### src/rtl/gpio_pkg.sv
package gpio_pkg;
  localparam int OFF_DATA = 0;
  localparam int OFF_SET  = 1;
  localparam int OFF_CLR  = 2;
  localparam int OFF_DIR  = 3;

  typedef enum logic [1:0] {
    ACC_DATA = 2'd0,
    ACC_SET  = 2'd1,
    ACC_CLR  = 2'd2,
    ACC_DIR  = 2'd3
  } gpio_acc_e;
endpackage

### src/rtl/gpio_lane_map.sv
module gpio_lane_map #(
  parameter int WIDTH       = 32,
  parameter bit BIT_REVERSE = 1'b0,
  parameter bit BYTE_SWAP   = 1'b0
) (
  input  logic [WIDTH-1:0] bus_word,
  output logic [WIDTH-1:0] pin_word,
  input  logic [WIDTH-1:0] pin_back,
  output logic [WIDTH-1:0] bus_back
);
  localparam int NBYTES = WIDTH / 8;

  logic [WIDTH-1:0] reg_fwd;
  logic [WIDTH-1:0] reg_bwd;

  generate
    if (BYTE_SWAP) begin : g_swap
      for (genvar b = 0; b < NBYTES; b++) begin : g_byte
        assign reg_fwd[8*b +: 8]  = bus_word[8*(NBYTES-1-b) +: 8];
        assign bus_back[8*b +: 8] = reg_bwd[8*(NBYTES-1-b) +: 8];
      end
    end else begin : g_noswap
      assign reg_fwd  = bus_word;
      assign bus_back = reg_bwd;
    end

    if (BIT_REVERSE) begin : g_rev
      for (genvar n = 0; n < WIDTH; n++) begin : g_bit
        assign pin_word[n]         = reg_fwd[WIDTH-1-n];
        assign reg_bwd[WIDTH-1-n]  = pin_back[n];
      end
    end else begin : g_norev
      assign pin_word = reg_fwd;
      assign reg_bwd  = pin_back;
    end
  endgenerate
endmodule

### src/rtl/gpio_sync_bank.sv
module gpio_sync_bank #(
  parameter int WIDTH = 32
) (
  input  logic             clk,
  input  logic             rst_n,
  input  logic [WIDTH-1:0] d,
  output logic [WIDTH-1:0] q
);
  logic [WIDTH-1:0] stage1;
  logic [1:0]       warm;

  always_ff @(posedge clk or negedge rst_n) begin
    if (!rst_n) begin
      stage1 <= '0;
      q      <= '0;
      warm   <= '0;
    end else begin
      stage1 <= d;
      q      <= stage1;
      if (warm != 2'd2) warm <= warm + 2'd1;
    end
  end

  AST_SYNC_TWO_EDGES: assert property (@(posedge clk) disable iff (!rst_n)
    (warm == 2'd2) |-> (q == $past(d, 2)));
endmodule

### src/rtl/gpio_regs.sv
module gpio_regs
  import gpio_pkg::*;
#(
  parameter int WIDTH          = 32,
  parameter int ADDR_W         = 3,
  parameter bit DIR_ONE_IS_OUT = 1'b1
) (
  input  logic              clk,
  input  logic              rst_n,
  input  logic              wr,
  input  logic [ADDR_W-1:0] addr,
  input  logic [WIDTH-1:0]  wpin,
  output logic [WIDTH-1:0]  latch,
  output logic [WIDTH-1:0]  dir
);
  localparam logic [WIDTH-1:0] DIR_RESET = DIR_ONE_IS_OUT ? '0 : '1;

  logic      in_range;
  gpio_acc_e acc;

  assign in_range = (int'(addr) <= OFF_DIR);
  assign acc      = gpio_acc_e'(addr[1:0]);

  always_ff @(posedge clk or negedge rst_n) begin
    if (!rst_n) begin
      latch <= '0;
      dir   <= DIR_RESET;
    end else if (wr && in_range) begin
      unique case (acc)
        ACC_DATA: latch <= wpin;
        ACC_SET:  latch <= latch | wpin;
        ACC_CLR:  latch <= latch & ~wpin;
        ACC_DIR:  dir   <= wpin;
      endcase
    end
  end

  AST_DATA_REPLACE: assert property (@(posedge clk) disable iff (!rst_n)
    (wr && int'(addr) == OFF_DATA) |=> (latch == $past(wpin)));
  AST_QUIET_HOLD: assert property (@(posedge clk) disable iff (!rst_n)
    (!wr) |=> ($stable(latch) && $stable(dir)));
  AST_SET_ONES: assert property (@(posedge clk) disable iff (!rst_n)
    (wr && int'(addr) == OFF_SET) |=> ((latch & $past(wpin)) == $past(wpin)));
  AST_SET_KEEPS: assert property (@(posedge clk) disable iff (!rst_n)
    (wr && int'(addr) == OFF_SET) |=> ((latch & ~$past(wpin)) == ($past(latch) & ~$past(wpin))));
  AST_CLR_ZEROS: assert property (@(posedge clk) disable iff (!rst_n)
    (wr && int'(addr) == OFF_CLR) |=> ((latch & $past(wpin)) == '0));
  AST_CLR_KEEPS: assert property (@(posedge clk) disable iff (!rst_n)
    (wr && int'(addr) == OFF_CLR) |=> ((latch & ~$past(wpin)) == ($past(latch) & ~$past(wpin))));
endmodule

### src/rtl/gpio_port.sv
module gpio_port
  import gpio_pkg::*;
#(
  parameter int WIDTH          = 32,
  parameter int ADDR_W         = 3,
  parameter bit DIR_ONE_IS_OUT = 1'b1,
  parameter bit BIT_REVERSE    = 1'b0,
  parameter bit BYTE_SWAP      = 1'b0
) (
  input  logic              clk,
  input  logic              rst_n,
  input  logic [ADDR_W-1:0] bus_addr,
  input  logic              bus_wr,
  input  logic [WIDTH-1:0]  bus_wdata,
  input  logic              bus_rd,
  output logic [WIDTH-1:0]  bus_rdata,
  input  logic [WIDTH-1:0]  pin_in,
  output logic [WIDTH-1:0]  pin_out,
  output logic [WIDTH-1:0]  pin_oe
);
  generate
    if (!(WIDTH == 8 || WIDTH == 16 || WIDTH == 32 || WIDTH == 64)) begin : g_bad_width
      $error("gpio_port: WIDTH must be 8, 16, 32 or 64");
    end
    if (BYTE_SWAP && WIDTH == 64) begin : g_bad_swap
      $error("gpio_port: byte swap is not available at 64 bits");
    end
  endgenerate

  logic [WIDTH-1:0] wpin;
  logic [WIDTH-1:0] rd_pin;
  logic [WIDTH-1:0] rd_bus;
  logic [WIDTH-1:0] latch;
  logic [WIDTH-1:0] dir;
  logic [WIDTH-1:0] in_sync;

  gpio_lane_map #(
    .WIDTH(WIDTH), .BIT_REVERSE(BIT_REVERSE), .BYTE_SWAP(BYTE_SWAP)
  ) u_map (
    .bus_word(bus_wdata), .pin_word(wpin),
    .pin_back(rd_pin),    .bus_back(rd_bus)
  );

  gpio_regs #(
    .WIDTH(WIDTH), .ADDR_W(ADDR_W), .DIR_ONE_IS_OUT(DIR_ONE_IS_OUT)
  ) u_regs (
    .clk(clk), .rst_n(rst_n), .wr(bus_wr), .addr(bus_addr),
    .wpin(wpin), .latch(latch), .dir(dir)
  );

  gpio_sync_bank #(.WIDTH(WIDTH)) u_sync (
    .clk(clk), .rst_n(rst_n), .d(pin_in), .q(in_sync)
  );

  assign pin_oe  = DIR_ONE_IS_OUT ? dir : ~dir;
  assign pin_out = latch;

  always_comb begin
    rd_pin = '0;
    if (int'(bus_addr) == OFF_DATA)     rd_pin = (latch & pin_oe) | (in_sync & ~pin_oe);
    else if (int'(bus_addr) == OFF_SET) rd_pin = latch;
    else if (int'(bus_addr) == OFF_DIR) rd_pin = dir;
  end

  always_ff @(posedge clk or negedge rst_n) begin
    if (!rst_n)      bus_rdata <= '0;
    else if (bus_rd) bus_rdata <= rd_bus;
  end

  AST_RDATA_HOLD: assert property (@(posedge clk) disable iff (!rst_n)
    (!bus_rd) |=> $stable(bus_rdata));
  AST_UNUSED_ZERO: assert property (@(posedge clk) disable iff (!rst_n)
    (bus_rd && (int'(bus_addr) > OFF_DIR || int'(bus_addr) == OFF_CLR)) |=> (bus_rdata == '0));
  AST_DIR_TO_OE: assert property (@(posedge clk) disable iff (!rst_n)
    (bus_wr && int'(bus_addr) == OFF_DIR)
      |=> (pin_oe == (DIR_ONE_IS_OUT ? $past(wpin) : ~$past(wpin))));
  AST_OUT_FOLLOWS: assert property (@(posedge clk) disable iff (!rst_n)
    (bus_wr && int'(bus_addr) == OFF_DATA) |=> (pin_out == $past(wpin)));
endmodule

### config.mk
export PLATFORM = sky130hd
export DESIGN_NAME = gpio_port
export DESIGN_NICKNAME = d
export VERILOG_FILES = /design/src/rtl/gpio_pkg.sv /design/src/rtl/gpio_lane_map.sv /design/src/rtl/gpio_sync_bank.sv /design/src/rtl/gpio_regs.sv /design/src/rtl/gpio_port.sv
export SDC_FILE = /design/constraint.sdc
export NUM_CORES = 1
export LEC_CHECK = 0
export BUFFER_PORTS_ARGS = -buffer_cell sky130_fd_sc_hd__buf_2
export CAP_MARGIN = 15
export CORE_MARGIN = 4
export CORE_UTILIZATION = 59
export DETAILED_ROUTE_END_ITERATION = 8
export GPL_TIMING_DRIVEN = 0
export HOLD_SLACK_MARGIN = 0.02
export MAX_ROUTING_LAYER = met4
export PLACE_DENSITY = 0.94
export SLEW_MARGIN = 20
export SYNTH_ARGS = -nofsm -noshare
export SYNTH_HDL_FRONTEND = slang
export SYNTH_HIERARCHICAL = 1
export SYNTH_SLANG_ARGS = --single-unit
export TNS_END_PERCENT = 30
### constraint.sdc
create_clock -name clk -period 2.9 [get_ports clk]
set_input_delay 0.145 -clock clk [delete_from_list [all_inputs] [get_ports clk]]
set_output_delay 0.145 -clock clk [all_outputs]
set_load 0.02 [all_outputs]
# --- After elaboration in Yosys (flattened, before gate mapping) ---
# Cells that the tools add are included.
totals:
  mem_count: 0
  out_inout_bits: 96
  latch_bits: 0
  regBits: 160
  mem_bits_rw: 0
  rom_bits: 0
  in_bits: 71
op_classes:
  mul: 0
  eq_ne: 5
  shifts: 0
  n_reduce_logical: 6
  n_mux: 4
  n_bitwise: 7
  order_cmp: 1
  n_addsub: 0
  div_mod_pow: 0
ops:
  columns: ["cell", "count"]
  rows:
  - ["$and 32x32->32", 3]
  - ["$mux 32", 3]
  - ["$pmux 32 s3", 1]
  - ["$not 32->32", 2]
  - ["$or 32x32->32", 2]
  - ["$eq 2x2->1 const B", 2]
  - ["$reduce_and 2->1", 2]
  - ["$eq 3x2->1 const B", 1]
  - ["$eq 3x3->1 const B", 1]
  - ["$le 3x2->1 const B", 1]
  - ["$logic_not 3->1", 1]
  - ["$reduce_bool 3->1", 1]
  - ["$eq 2x1->1 const B", 1]
  - ["$logic_not 2->1", 1]
  - ["$logic_and 1x1->1", 1]

# --- Depth between registers and ports, before layout ---
logic_depth:
  ltp_word: 4
  ltp_mapped: 7

# --- Modules after synthesis ---
# The synthesis kept the hierarchy.
modules_own_cells:
  columns: ["mod", "seq_area_each_um2", "cells_per_inst", "area_each_um2", "instances"]
  rows:
  - ["gpio_regs", 1601.5, 265, 3352.0, 1]
  - ["gpio_port", 800.8, 213, 2399.8, 1]
  - ["gpio_sync_bank", 1601.5, 64, 1601.5, 1]
  - ["gpio_lane_map", 0.0, 64, 480.5, 1]

# --- Worst setup path before layout ---
# Ideal clock, no wire load.
synth_path:
  kind: "input port to flip-flop"
  from: "in bus_addr[0]"
  to: "reg u_regs.latch[10]"
  stages: 7
  setup_ns: 0.126
  arrival_time_ns: 1.249
  path_buffers: 2
  slack_ns: 1.525
  path_cell_list: "inv_1 > ha_1 > or2_2 > clkbuf_2 > clkbuf_8 > o22ai_1 > a21oi_2"
synth_via:
  elab_chain_len: 3
synth_rtl:
  columns: ["item", "line_no", "text"]
  rows:
  - ["start: declaration", "gpio_port.sv:12", "input logic [ADDR_W-1:0] bus_addr,"]
  - ["$le 3x2->1 (tied with other cells)", "gpio_regs.sv:21", "assign in_range = (int'(addr) <= OFF_DIR);"]
  - ["$logic_and 1x1->1 or $reduce_bool 3->1 (tied branches)", null, null]
  - ["$reduce_and 2->1 (no source line)", null, null]
  - ["end signal: assignment", "gpio_regs.sv:30", "ACC_DATA: latch <= wpin;"]
  - ["end signal: assignment", "gpio_regs.sv:31", "ACC_SET: latch <= latch | wpin;"]
  - ["end signal: assignment", "gpio_regs.sv:32", "ACC_CLR: latch <= latch & ~wpin;"]
  - ["end: declaration", "gpio_regs.sv:13", "output logic [WIDTH-1:0] latch,"]
# Parallel ways exist; a longest one is shown, timed or not.
# A chain may end at the register's enable or synchronous reset.

# --- Worst setup path after layout ---
layout_path:
  from: "reg u_regs.dir[2]"
  to: "reg bus_rdata[2]"
layout_via:
  elab_chain_len: 4
layout_rtl:
  columns: ["item", "line_no", "text"]
  rows:
  - ["start: declaration", "gpio_regs.sv:14", "output logic [WIDTH-1:0] dir"]
  - ["start signal: assignment", "gpio_regs.sv:33", "ACC_DIR: dir <= wpin;"]
  - ["$not 32->32", "gpio_port.sv:60", "if (int'(bus_addr) == OFF_DATA) rd_pin = (latch & pin_oe) | (in_sync & ~pin_oe);"]
  - ["$and 32x32->32", "gpio_port.sv:60", null]
  - ["$or 32x32->32", "gpio_port.sv:60", null]
  - ["$mux 32 (*)", "gpio_port.sv:60", null]
  - ["named net rd_pin[2]", "gpio_port.sv:31", "logic [WIDTH-1:0] rd_pin;"]
  - ["end signal: assignment", "gpio_port.sv:67", "else if (bus_rd) bus_rdata <= rd_bus;"]
  - ["end: declaration", "gpio_port.sv:16", "output logic [WIDTH-1:0] bus_rdata,"]
# The timed path passes the listed nets; every way through them passes the cells marked *.

==> summary.md <==
| Metric | Value |
|---|---|
| Run status | completed |
| Pleak | 4.78 nW |
| WL per Instance | 21.7 um |
| Post-synth top area share | 0.511 |
| Fin. Hold Viols | 0 |
| Vias in the first global route | 6,466 |
| Htree depth | 4 |
| Die Ht | 123 um |
| Die area | 0.0152 sq mm |
| Count of cell types in the netlist | 33 |
| Hold Path Class | in2reg |
| Top-count cell post-synth | dfrtp_1 |
| Cell Area, Synth | 0.00783 sq mm |
| Synth Instances | 606 |
| FF+latch count, synth | 160 |
| Tmin final | 1440 ps |
| Pin count of the biggest net entering global routing | 93 |
| Hold path depth | 2 |
| Antenna Nets Post-Route | 0 |
| # setup viols final | 0 |
| Max VDD drop | 0.427 mV |
| DR vias/cell | 5.94 |
| First-pass GRT wire length | 34,300 um |
| DRT iter0 DRCs | 468 |
| Combinational share of power | 0.262 |
| Fin Hold WS | 198 ps |
| Clock transition at path regs | 60 ps |
| Area occupied by multi-input gates | 0.00301 sq mm |
| Register area share after synthesis | 0.511 |
| GR met1 Demand/Resource | 0.369 |
| Clk_lat worst skew | 420 ps |
| Final period util | 0.495 |
| Clock skew | 6.29 ps |
| Buffers on Ports | 133 |
| Syn_area_per_cell | 12.9 sq um |
| Unrepaired setup endpoints after global routing | no |
| Final GP Congestion | 0.819 |
| CTS Buf Count | 17 |
| Remaining Overflow, GRT | 0 |
| Ys flop type | dfrtp_1 |
| Synth area leader | dfrtp_1 |
| Seq pwr share | 0.388 |
| Row Count | 41 |
| Worst Tran Pin Value | 689 ps |
| EDFF count, synth | 0 |
| Starting Density | 0.611 |
| Net count after synthesis | 681 |
| DR vias | 6,002 |
| CTS tree | yes |
| Path type of the worst setup path | reg2reg |
| Top post-synthesis cells by area | dfrtp_1 (51%), buf_4 (6.1%), mux2_4 (5.7%), o22ai_2 (4.6%), mux2i_1 (4.1%) |
| WL final | 21,900 um |
| Layout area overhead | 28.9% |
| Top Usage Layer GRT | met2 |
| # IOs | 167 |
| Met3 usage | 0.0540 |
| FMAX | 697 MHz |
| Switching power | 2.30 mW |
| Share of synthesized flip-flops with an asynchronous set or reset | 1.00 |
| M2 GR Usage | 0.497 |
| FILL cells | 740 |
| Worst Setup Start Kind | register |
| Total core area | 0.0128 sq mm |
| Resized cells post-CTS | 0 |
| Number of detailed-route iterations in the first pass | 5 |
| Register area | 0.00400 sq mm |
| Yosys warns | 6 |
| Final Cell Area | 0.0101 sq mm |
| CP Data Arrival Time | 1740 ps |
| Internal power | 5.19 mW |
| PD cells | 741 mW/mm^2 |
| Required @ worst endpoint | 3200 ps |
| Clk sink count | 160 |
| Commonest cells in the netlist | dfrtp_1 (160), buf_4 (64), o22ai_1 (33) |
| Register-to-Register Path Depth | 5 |
| Layout cells sized above 1 | 0.446 |
| Clock power frac | 0.349 |
| Placed inst area | 0.00875 sq mm |
| Total GRT Usage | 0.309 |
| Slew Limit Fails | 0 |
| Clk root buf | clkbuf_16 |
| DRC | 0 |
| CP Max Fanout | 5 |
| Initial antenna violation count | 2 |
| Detailed placement HPWL | 13,800 um |
| Die Wd | 123 um |
| Slew HR | 0.541 |
| Setup crit end kind | register |
| Longest Clk Path Bufs | 2 |
| # Max-Cap Violations | 0 |
| Nets | 899 |
| Switching Fraction | 0.307 |
kinds of logic after synthesis:
family | Yosys count | share of synthesized area
AO/OA/AOI/OAI | 159 | 0.165
flip-flops | 160 | 0.511
adder cells (fa/ha/maj) | 4 | 0.00639
buffers and inverters | 114 | 0.105
multiplexers | 96 | 0.147
AND/OR/NAND/NOR | 73 | 0.0660
final cells by class:
type	instances	area share
diodes	2	0.000495
clock inverters	11	0.0230
well taps	172	0.0213
inverters	4	0.00149
clock buffers	21	0.0456
flip-flops and latches	160	0.396
plain buffers	110	0.0798
multi-input cells	332	0.298
repair buffers	199	0.134
registers in the layout (all words and copies together), names as in the netlist:
| signal | cells |
|---|---|
| bus_rdata | 32 |
| u_regs/dir | 32 |
| u_regs/latch | 32 |
| u_sync/q | 32 |
| u_sync/stage1 | 32 |
timing repair:
item	in CTS	in global routing
hold buffers	65	0
hold endpoints to repair	156	0
buffers inserted	0	0
worst max-delay path, stage by stage, from the launching register on:
cell,delay (ps)
dfrtp_1,470
nor3b_1,110
a21oi_1,190
o22ai_2,100
buf_4,140
mux2_1,290
power groups by stage:
stage               clock [mW]  sequential, mW  combinational (mW)
finish                    2.61            2.91                1.96
detailed placement           0            2.92                1.86
CTS                       2.63            2.89                1.95
global route              2.73            2.95                2.09
floorplan                    0            3.20               0.931
global placement             0            2.89                1.78
final timing paths:
path                                   start           endpoint  slack, ps
min reg2reg                u_sync/stage1[28]       u_sync/q[28]        350
max reg2reg                    u_regs/dir[2]       bus_rdata[2]       1460
min in group asynchronous              rst_n  u_sync/stage1[15]        330
min                                   bus_rd      bus_rdata[22]        200
max                            u_regs/dir[2]       bus_rdata[2]       1460
max in group asynchronous              rst_n  u_sync/stage1[27]       1780
per-layer routing:
metal	routed length, um	share of wire
met1	8470	0.39
met2	11400	0.52
met3	1300	0.059
met4	787	0.036
met5	0	0
cell usage in the layout (no fill, tap or decap), types with 31 or more instances in the layout:
master	count
o22ai_1	33
buf_4	64
nor3b_1	31
dfrtp_1	160
a41oi_1	32
nor2b_1	31
mux2i_1	32
a21oi_1	32
buf_2	151
dlygate4sd3_1	65
through the flow:
stage,setup TNS [ps],utilization,setup WS (ps),power (mW),cells
after floorplan,0,-,1530,4.13,606
after global placement,-80960,0.680,-517,4.67,911
after detailed placement,0,0.682,1150,4.78,912
after CTS,0,0.787,1470,7.47,1009
after global routing,0,0.788,1430,7.77,1011
final,0,0.788,1460,7.48,1011
No activity file was read; power rests on OpenSTA's default activity.
